`src/rtl/iso_in_pkg.sv`:
```
package iso_in_pkg;

    // status register bit positions (software decodes these)
    localparam int CSR_RD_W  = 8;
    localparam int CSR_WR_W  = 4;
    localparam int BIT_SVC   = 0;
    localparam int BIT_DONE  = 1;
    localparam int BIT_SHORT = 2;
    localparam int BIT_OVF   = 3;

    typedef enum logic [1:0] {
        SND_IDLE = 2'd0,
        SND_DATA = 2'd1,
        SND_END  = 2'd2,
        SND_NAK  = 2'd3
    } snd_state_e;

    typedef struct packed {
        logic ovf;
        logic short_pend;
        logic done;
        logic svc;
    } ep_flags_t;

    function automatic logic svc_from_count(input logic [1:0] n_commit);
        return n_commit < 2'd2;
    endfunction

    function automatic logic [CSR_RD_W-1:0] pack_csr(input ep_flags_t f);
        logic [CSR_RD_W-1:0] v;
        v = '0;
        v[BIT_SVC]   = f.svc;
        v[BIT_DONE]  = f.done;
        v[BIT_SHORT] = f.short_pend;
        v[BIT_OVF]   = f.ovf;
        return v;
    endfunction

endpackage

```
`src/rtl/iso_in_bankmem.sv`:
```
module iso_in_bankmem #(
    parameter int PKT_BYTES = 256,
    parameter int AW        = 8
) (
    input  logic          clk,
    input  logic          we,
    input  logic          wbank,
    input  logic [AW-1:0] waddr,
    input  logic [7:0]    wdata,
    input  logic          rbank,
    input  logic [AW-1:0] raddr,
    output logic [7:0]    rdata
);

    logic [7:0] bank_out [2];

    for (genvar b = 0; b < 2; b++) begin : g_bank
        logic [7:0] cells [PKT_BYTES];

        always_ff @(posedge clk) begin
            if (we && (wbank == 1'(b))) begin
                cells[waddr] <= wdata;
            end
        end

        assign bank_out[b] = cells[raddr];
    end

    assign rdata = bank_out[rbank];

endmodule

```
`src/rtl/iso_in_queue.sv`:
```
module iso_in_queue
    import iso_in_pkg::*;
#(
    parameter int PKT_BYTES = 256,
    parameter int AW        = 8,
    parameter int CW        = 9
) (
    input  logic          clk,
    input  logic          rst,
    input  logic          wr_valid,
    input  logic          short_req,
    input  logic          pop,
    output logic          mem_we,
    output logic          mem_wbank,
    output logic [AW-1:0] mem_waddr,
    output logic          send_bank,
    output logic [CW-1:0] send_len,
    output logic [1:0]    n_commit,
    output logic          short_pend,
    output logic          drop_evt
);

    logic [CW-1:0] fill_cnt;
    logic          fill_bank;
    logic          send_bank_q;
    logic [1:0]    n_q;
    logic [CW-1:0] len_q [2];
    logic          pend_q;

    logic full, accept, last_byte, short_commit, commit;

    always_comb begin
        full         = (n_q == 2'd2);
        accept       = wr_valid && !full;
        last_byte    = accept && (fill_cnt == CW'(PKT_BYTES - 1));
        short_commit = pend_q && !wr_valid && !full;
        commit       = last_byte || short_commit;
    end

    always_ff @(posedge clk) begin
        if (rst) begin
            fill_cnt    <= '0;
            fill_bank   <= 1'b0;
            send_bank_q <= 1'b0;
            n_q         <= 2'd0;
            pend_q      <= 1'b0;
            for (int i = 0; i < 2; i++) begin
                len_q[i] <= '0;
            end
        end else begin
            if (accept) begin
                fill_cnt <= last_byte ? '0 : fill_cnt + CW'(1);
            end else if (short_commit) begin
                fill_cnt <= '0;
            end
            if (commit) begin
                len_q[fill_bank] <= last_byte ? CW'(PKT_BYTES) : fill_cnt;
                fill_bank        <= ~fill_bank;
            end
            if (pop) begin
                send_bank_q <= ~send_bank_q;
            end
            case ({commit, pop})
                2'b10:   n_q <= n_q + 2'd1;
                2'b01:   n_q <= n_q - 2'd1;
                default: n_q <= n_q;
            endcase
            if (short_req) begin
                pend_q <= 1'b1;
            end else if (commit) begin
                pend_q <= 1'b0;
            end
        end
    end

    assign mem_we     = accept;
    assign mem_wbank  = fill_bank;
    assign mem_waddr  = fill_cnt[AW-1:0];
    assign send_bank  = send_bank_q;
    assign send_len   = len_q[send_bank_q];
    assign n_commit   = n_q;
    assign short_pend = pend_q;
    assign drop_evt   = wr_valid && full;

endmodule

```
`src/rtl/iso_in_sender.sv`:
```
module iso_in_sender
    import iso_in_pkg::*;
#(
    parameter int AW = 8,
    parameter int CW = 9
) (
    input  logic          clk,
    input  logic          rst,
    input  logic          in_token,
    input  logic [1:0]    n_commit,
    input  logic          done,
    input  logic [CW-1:0] send_len,
    input  logic [7:0]    rdata,
    output logic [AW-1:0] raddr,
    output logic          tx_valid,
    output logic [7:0]    tx_data,
    output logic          tx_end,
    output logic          tx_nak,
    output logic          pop
);

    snd_state_e    st;
    logic [CW-1:0] idx;
    logic          real_q;

    always_ff @(posedge clk) begin
        if (rst) begin
            st     <= SND_IDLE;
            idx    <= '0;
            real_q <= 1'b0;
        end else begin
            case (st)
                SND_IDLE: begin
                    if (in_token) begin
                        idx <= '0;
                        if (n_commit != 2'd0) begin
                            real_q <= 1'b1;
                            st     <= (send_len == '0) ? SND_END : SND_DATA;
                        end else if (done) begin
                            real_q <= 1'b0;
                            st     <= SND_NAK;
                        end else begin
                            real_q <= 1'b0;
                            st     <= SND_END;
                        end
                    end
                end
                SND_DATA: begin
                    if (idx == send_len - CW'(1)) begin
                        st <= SND_END;
                    end else begin
                        idx <= idx + CW'(1);
                    end
                end
                SND_END: st <= SND_IDLE;
                default: st <= SND_IDLE;
            endcase
        end
    end

    assign raddr    = idx[AW-1:0];
    assign tx_valid = (st == SND_DATA);
    assign tx_data  = rdata;
    assign tx_end   = (st == SND_END);
    assign tx_nak   = (st == SND_NAK);
    assign pop      = (st == SND_END) && real_q;

endmodule

```
`src/rtl/iso_in_ep_tx.sv`:
```
module iso_in_ep_tx
    import iso_in_pkg::*;
#(
    parameter int PKT_BYTES = 256
) (
    input  logic                clk,
    input  logic                rst,
    input  logic                wr_valid,
    input  logic [7:0]          wr_data,
    input  logic                csr_we,
    input  logic [CSR_WR_W-1:0] csr_wdata,
    output logic [CSR_RD_W-1:0] csr_rdata,
    input  logic                irq_en,
    output logic                irq,
    input  logic                in_token,
    output logic                tx_valid,
    output logic [7:0]          tx_data,
    output logic                tx_end,
    output logic                tx_nak
);

    localparam int AW = $clog2(PKT_BYTES);
    localparam int CW = $clog2(PKT_BYTES + 1);

    logic          mem_we, mem_wbank, send_bank, short_pend, drop_evt, pop;
    logic [AW-1:0] mem_waddr, raddr;
    logic [CW-1:0] send_len;
    logic [1:0]    n_commit;
    logic [7:0]    rdata;
    logic          done_q, ovf_q;
    logic          short_req;
    ep_flags_t     flags;

    assign short_req = csr_we && csr_wdata[BIT_SHORT];

    iso_in_bankmem #(.PKT_BYTES(PKT_BYTES), .AW(AW)) u_mem (
        .clk   (clk),
        .we    (mem_we),
        .wbank (mem_wbank),
        .waddr (mem_waddr),
        .wdata (wr_data),
        .rbank (send_bank),
        .raddr (raddr),
        .rdata (rdata)
    );

    iso_in_queue #(.PKT_BYTES(PKT_BYTES), .AW(AW), .CW(CW)) u_queue (
        .clk        (clk),
        .rst        (rst),
        .wr_valid   (wr_valid),
        .short_req  (short_req),
        .pop        (pop),
        .mem_we     (mem_we),
        .mem_wbank  (mem_wbank),
        .mem_waddr  (mem_waddr),
        .send_bank  (send_bank),
        .send_len   (send_len),
        .n_commit   (n_commit),
        .short_pend (short_pend),
        .drop_evt   (drop_evt)
    );

    iso_in_sender #(.AW(AW), .CW(CW)) u_send (
        .clk      (clk),
        .rst      (rst),
        .in_token (in_token),
        .n_commit (n_commit),
        .done     (done_q),
        .send_len (send_len),
        .rdata    (rdata),
        .raddr    (raddr),
        .tx_valid (tx_valid),
        .tx_data  (tx_data),
        .tx_end   (tx_end),
        .tx_nak   (tx_nak),
        .pop      (pop)
    );

    always_ff @(posedge clk) begin
        if (rst) begin
            done_q <= 1'b0;
            ovf_q  <= 1'b0;
        end else begin
            if (pop) begin
                done_q <= 1'b1;
            end else if (csr_we && csr_wdata[BIT_DONE]) begin
                done_q <= 1'b0;
            end
            if (drop_evt) begin
                ovf_q <= 1'b1;
            end else if (csr_we && csr_wdata[BIT_OVF]) begin
                ovf_q <= 1'b0;
            end
        end
    end

    always_comb begin
        flags.svc        = svc_from_count(n_commit);
        flags.done       = done_q;
        flags.short_pend = short_pend;
        flags.ovf        = ovf_q;
    end

    assign csr_rdata = pack_csr(flags);
    assign irq       = done_q && irq_en;

endmodule

```
`config.mk`:
```
export PLATFORM = sky130hd
export DESIGN_NAME = iso_in_ep_tx
export DESIGN_NICKNAME = d
export VERILOG_FILES = /design/src/rtl/iso_in_pkg.sv /design/src/rtl/iso_in_bankmem.sv /design/src/rtl/iso_in_queue.sv /design/src/rtl/iso_in_sender.sv /design/src/rtl/iso_in_ep_tx.sv
export SDC_FILE = /design/constraint.sdc
export NUM_CORES = 2
export LEC_CHECK = 0
export BUFFER_PORTS_ARGS = -buffer_cell sky130_fd_sc_hd__buf_2
export CAP_MARGIN = 20
export CORE_ASPECT_RATIO = 0.8
export CORE_MARGIN = 4
export CORE_UTILIZATION = 45
export CTS_BUF_LIST = sky130_fd_sc_hd__clkbuf_4 sky130_fd_sc_hd__clkbuf_8 sky130_fd_sc_hd__clkbuf_16
export DETAILED_ROUTE_END_ITERATION = 12
export REMOVE_ABC_BUFFERS = 1
export SLEW_MARGIN = 30
export SYNTH_ARGS = -nofsm -noshare
export SYNTH_HDL_FRONTEND = slang
export SYNTH_MEMORY_MAX_BITS = 65536
export SYNTH_SLANG_ARGS = --single-unit
```
`constraint.sdc`:
```
create_clock -name clk -period 4.7 [get_ports clk]
set_input_delay 0.94 -clock clk [delete_from_list [all_inputs] [get_ports clk]]
set_output_delay 0.94 -clock clk [all_outputs]
set_load 0.005 [all_outputs]
```
== Word level (Yosys, flattened, before mapping) ==
Memory sizes are Yosys's and may differ from the RTL's. A register that Yosys moved wholly into a read port is not among the register bits.
Cells that the tools add are included.

* Bits of input ports: 18
* Output and inout port bits: 20
* Memories kept: 3
* Logic and storage cells: 104
* Bits in writable memories: 4114
* Flip-flop bits (word level): 28

* Add/subtract/negate cells: 5
* Reduce and logical (&&, ||, !) cells: 28
* Mux-type cells: 42
* Equal/unequal tests: 11
* Order comparisons: 2
* Bitwise logic cells: 3

{| class="wikitable"
|+ Memory list
! memory !! depth !! bits a word !! read ports !! clocked after Yosys merged registers in !! write ports !! RTL line !! source
|-
| u_mem.g_bank[0].cells || 256 || 8 || 1 || 1 || 1 || iso_in_bankmem.sv:18 || <nowiki>logic [7:0] cells [PKT_BYTES];</nowiki>
|-
| u_mem.g_bank[1].cells || 256 || 8 || 1 || 1 || 1 || iso_in_bankmem.sv:18 ||
|-
| u_queue.len_q || 2 || 9 || 1 || 1 || 2 || iso_in_queue.sv:27 || <nowiki>logic [CW-1:0] len_q [2];</nowiki>
|}

{| class="wikitable"
|+ Operator list
! kind !! number
|-
| $mux 9 || 7
|-
| $mux 8 || 7
|-
| $mux 1 || 21
|-
| $add 9x1->9 const B || 2
|-
| $pmux 9 s2 || 1
|-
| $reduce_bool 2->1 || 7
|-
| $logic_and 1x1->1 || 12
|-
| $eq 9x8->1 const B || 1
|-
| $eq 9x9->1 || 1
|-
| $logic_not 9->1 || 1
|-
| $reduce_or 9->1 || 1
|-
| $sub 9x1->9 const B || 1
|-
| $eq 2x2->1 const B || 4
|-
| $mux 2 || 4
|-
| $pmux 2 s2 || 2
|-
| $eq 2x1->1 const B || 2
|-
| $ne 2x2->1 const B || 2
|-
| $reduce_and 2->1 || 2
|-
| $reduce_and 3->1 || 1
|-
| $add 2x1->2 const B || 1
|-
| $ge 2x2->1 const B || 1
|-
| $logic_not 1->1 || 2
|-
| $logic_not 2->1 || 1
|-
| $lt 2x2->1 const B || 1
|-
| other kinds (5) || 6
|}

== Logic depth before layout (Yosys ltp) ==
* Depth after elaboration: 10
* Depth in mapped cells: 14
* Mapped depth without buffers: 10

== Cells and area by module ==
From an unflattened synthesis, not the netlist that was laid out.

* Cell total of the unflattened synthesis: 8335
* Area total of the unflattened synthesis: 162691.0 um2

{| class="wikitable"
|+ By module, submodules not included
! module !! area each (um2) !! sequential area each (um2) !! cells each !! times used
|-
| iso_in_bankmem || 159854.6 || 122998.0 || 8034 || 1
|-
| iso_in_queue || 1596.5 || 840.8 || 146 || 1
|-
| iso_in_sender || 1094.8 || 240.2 || 136 || 1
|-
| iso_in_ep_tx || 145.1 || 40.0 || 19 || 1
|}

== Worst setup path before layout ==
OpenSTA, ideal clock, no wires.

* Path kind: register -> output
* Start: register (tool-made name)
* End: output port tx_data[0]
* Buffers on the path: 5
* Path slack: 1.323 ns
* Arrival: 2.437 ns
* Stages on the path, launching flop included: 10
* Required time: 3.760 ns
* Cell sequence: dfxtp_1 > buf_6 > buf_6 > buf_4 > buf_2 > clkbuf_1 > mux4_2 > mux4_2 > o21ai_0 > a211oi_2

{| class="wikitable"
|+ RTL lines
! item !! RTL line !! source
|-
| end: declaration || iso_in_ep_tx.sv:17 || <nowiki>output logic [7:0] tx_data,</nowiki>
|}

==> impl_metrics.csv <==
group,metric,value,unit
detailed_routing,detailroute.wirelength.met3,42500,microns
setup_path,path_cells,"buf_12, nand2b_4, buf_12, o221ai_4, o22ai_1, o21ai_1, buf_4, o211ai_1, or4_1, buf_4, a211oi_2, buf_4, buf_2",
setup_path,crit_fanout,128,
grt,first_global_vias,83500,
setup_path,end_kind,"output port",
clock_network,tritoncts,"yes",
grt,groute.usage.overall,22.7,%
synthesis,synthDistinctLibCells,71,
setup_path,worst_setup_path_start_kind,"flop",
sta,tightest_slew,1.12,ns
synthesis,count_of_flip_flops_with_a_built_in_enable_after_synthesis,4114,
sta,timing.final.hold_violations,0,
floorplan,fp.coreArea,361000,sq um
synthesis,ys_top_cells_by_count,"sky130_fd_sc_hd__edfxtp_1 (4114), sky130_fd_sc_hd__mux2i_1 (817), sky130_fd_sc_hd__nor2_1 (611), sky130_fd_sc_hd__mux4_2 (605), sky130_fd_sc_hd__o221ai_1 (361)",
synthesis,synth_compound_area_share,4.66,%
synthesis,synth-seq-area-share,76.0,%
synthesis,synthXorXnorAreaFrac,0.0965,%
synthesis,synth.avg_cell_area,19.6,sq um
detailed_routing,detail_route.iter0.violations,10900,
grt,number_of_antenna_violations_at_the_first_check_in_global_routing,32,
detailed_routing,route.met2.wl,198000,microns
layout,flow.area_growth_from_synthesis,14.0,%
floorplan,row_count,197,
run_status,failed_checks,"negative setup slack",
setup_path,path_class,"flop to output port",
synthesis,syn_inst,8318,
clock_network,clkLatencyLatePin,0.92,ns
setup_path,critPathArrivalTime,4.57,ns
sta,timing.hold.ws,0.288,ns
setup_path,critical_path_required,3.76,ns
run_status,status,"finished, violations left",
synthesis,synth_simple_gate_area_share,2.87,%
layout,finish.instance_area,186000,sq um
detailed_routing,avgViaCountPerCell,6.14,
setup_path,cpMostUsedCell,"sky130_fd_sc_hd__buf_4",
layout,num-nets-final,8846,
sta,final_max_slew_viols,0,
layout,layout-drive-gt1-share,23.0,%
sta,crit_share_post_route,117,%
sta,post-route-min-period,5.51,ns
detailed_routing,finalWirelength,434000,microns
placed_design,place_hpwl,269000,microns
floorplan,io_pins,38,
pwr,power_leakage,55.2,nW
clock_network,tritoncts_num_sinks,4151,
floorplan,fp.dieArea,373000,sq um
clock_network,cts.clk_slew.worst_paths,0.06,ns
placed_design,place_congestion,0.871,
synthesis,synth.area.mux_share,14.1,%
detailed_routing,top_layer_used,"met5",
grt,grt_first_pass_wirelength,613000,microns
detailed_routing,drt_pass1_iterations,8,
sta,setup_ws,-0.809,ns
sta,setup-violations-final,8,
floorplan,floorplan.initialDensity,45.3,%
synthesis,netlist_top_cells_area,"sky130_fd_sc_hd__edfxtp_1 (76%), sky130_fd_sc_hd__mux4_2 (8.3%), sky130_fd_sc_hd__mux2i_1 (5.0%), sky130_fd_sc_hd__o221ai_1 (1.9%), sky130_fd_sc_hd__nor2_1 (1.4%)",
synthesis,mappedNetlistArea,163000,sq um
grt,pin_count_of_the_biggest_net_entering_global_routing,149,
placed_design,port_buffers,32,
sta,maxClockFrequency,182,MHz
detailed_routing,routedWlPerCell,31.2,microns
sta,fin_worst_skew,0.0450,ns
layout,finish.utilization,51.6,%
detailed_routing,drt_drc_violations_left,0,
pwr,vdd_ir_drop_max,382,uV
floorplan,die_y,547,microns
synthesis,synth-adder-area-share,0.0612,%
hold_path,holdCritPathClass,"primary input to flop",
flow_run,max_cap_viols,0,
synthesis,yosysMostFrequentCell,"sky130_fd_sc_hd__edfxtp_1",
setup_path,cell_family_with_the_largest_share_of_critical_path_delay,"compound AO/OA/AOI/OAI gates",
clock_network,root_buffer,"sky130_fd_sc_hd__clkbuf_16",
grt,overflow,0,
clock_network,cts-buffers-inserted,397,
clock_network,cts_htree_levels,5,
layout,n_fill_cell,28300,
synthesis,yosys_most_used_dff,"sky130_fd_sc_hd__edfxtp_1",
detailed_routing,m1WireLength,180000,microns
synthesis,synthArstFlopShare,0,%
pwr,power-per-cell-area,399,nW/um^2
synthesis,yosysTopAreaCellShare,75.6,%
detailed_routing,route.antenna.remaining_nets,0,
floorplan,die_width,682,microns
sta,slew-limit-headroom,25.6,%
sta,rsz0062_at_grt,"true",
setup_path,critPathSlowestCell,"sky130_fd_sc_hd__or4_1",
setup_path,timing.critical_path.slowest_cell_delay,0.59,ns
clock_network,cts_buffer_depth,4,
synthesis,yosys_warns,0,
setup_path,cp_num_buf_inv,6,
detailed_routing,routed-via-count,85400,
synthesis,yosys_register_bits,4151,
synthesis,synth.largest_area_cell,"sky130_fd_sc_hd__edfxtp_1",
clock_network,cts_hold_buffers,0,
placed_design,place_area,172000,sq um
synthesis,synth_top_family_by_area,"multiplexers",
## sequential cells by signal (all words and copies together), names as in the netlist, named ones only
register / count
u_mem.g_bank.cells: 4096
u_queue.fill_cnt: 9
u_queue.mem_wbank: 1
u_queue.len_q: 18
u_send.idx: 9
u_send.st: 2
u_queue.send_bank: 1
u_queue.n_commit: 2
u_send.real_q: 1
u_queue.short_pend: 1
ovf_q: 1
done_q: 1
## worst paths after layout
| check | startpoint | end | slack, ns | cells after the start |
|---|---|---|---|---|
| hold reg to reg | ovf_q | ovf_q | 0.50 | 2 |
| hold / removal | csr_wdata[2] | u_queue.short_pend | 0.29 | 3 |
| setup / recovery | flop | tx_data[7] | -0.81 | 13 |
| setup reg to reg | flop | flop | 1.05 | 10 |
## worst register-to-register path: cells and delay by family (launching register included)
kind                     cells  cell delay, ns
AO/OA/AOI/OAI                4            1.22
XOR/XNOR                     1            0.19
adder cells (fa/ha/maj)      1            0.29
buffers and inverters        1            0.24
flip-flops                   1            0.49
multiplexers                 1            0.39
AND/OR/NAND/NOR              2            0.67
## layer usage
layer | track usage, % | vias to the layer above
met1 | 33.6 | 45000
li1 | - | 35600
met2 | 34.3 | 4079
met4 | 6.32 | 4
met3 | 4.68 | 628
met5 | 0 | -
## per-stage QoR
| step | power, W | std cells | TNS, ns | setup WS [ns] |
|---|---|---|---|---|
| floorplan | 0.0449 | 7784 | -422.35 | -52.86 |
| global placement | 0.0436 | 13200 | -0.497 | -0.228 |
| detailed placement | 0.0437 | 13200 | -0.588 | -0.248 |
| CTS | 0.0746 | 13900 | -5.01 | -0.655 |
| global route | 0.0764 | 13900 | -5.63 | -0.728 |
| finish | 0.0743 | 13900 | -6.09 | -0.809 |
## cell usage in the layout, fill, tap and decap left out, types with 39 or more instances in the layout
cell type,instances
sky130_fd_sc_hd__clkinv_2,70
sky130_fd_sc_hd__o221ai_1,289
sky130_fd_sc_hd__buf_4,468
sky130_fd_sc_hd__nand2_1,66
sky130_fd_sc_hd__nor2_1,604
sky130_fd_sc_hd__clkbuf_4,103
sky130_fd_sc_hd__a21oi_1,230
sky130_fd_sc_hd__mux4_1,44
sky130_fd_sc_hd__edfxtp_1,4114
sky130_fd_sc_hd__buf_12,95
sky130_fd_sc_hd__o22ai_1,170
sky130_fd_sc_hd__clkbuf_16,407
sky130_fd_sc_hd__mux4_2,610
sky130_fd_sc_hd__o221ai_2,70
sky130_fd_sc_hd__mux2i_1,814
sky130_fd_sc_hd__clkinv_1,76
sky130_fd_sc_hd__o21ai_0,133
sky130_fd_sc_hd__nor3_1,59
sky130_fd_sc_hd__a22oi_1,39
## what timing repair did
action / 4_1_cts / 5_1_grt
cloned: 6 / 5
buffers inserted: 16 / 2
pin swaps: 21 / 11
resized for setup: 164 / 65
endpoints found under the setup margin: 8 / 8
## cells by family after synthesis
logic type      after synthesis
xor+xnor                     18
fa+ha+maj                     8
mux                        1473
simple gates               1027
buf+inv                     549
other cells                   1
compound gates             1091
flops                      4151
## report_power, final
group          total (W)  switching (W)  internal [W]
clock network     0.0313         0.0135        0.0178
logic            0.00223        0.00147      0.000753
registers         0.0407      0.0000219        0.0407
total             0.0743         0.0150        0.0593
## cell type report
type                       count  area, sq um  area share (%)
inverter                      12         52.6          0.0282
sequential                  4151       124000            66.7
clock buffer                 513        10900            5.87
antenna                        5         12.5         0.00672
multi-input combinational   3621        36800            19.8
tap                         4776         5980            3.21
clock inverter               198         1680           0.903
timing repair buffer         637         6520            3.50
Power figures use the tool's default switching activity.
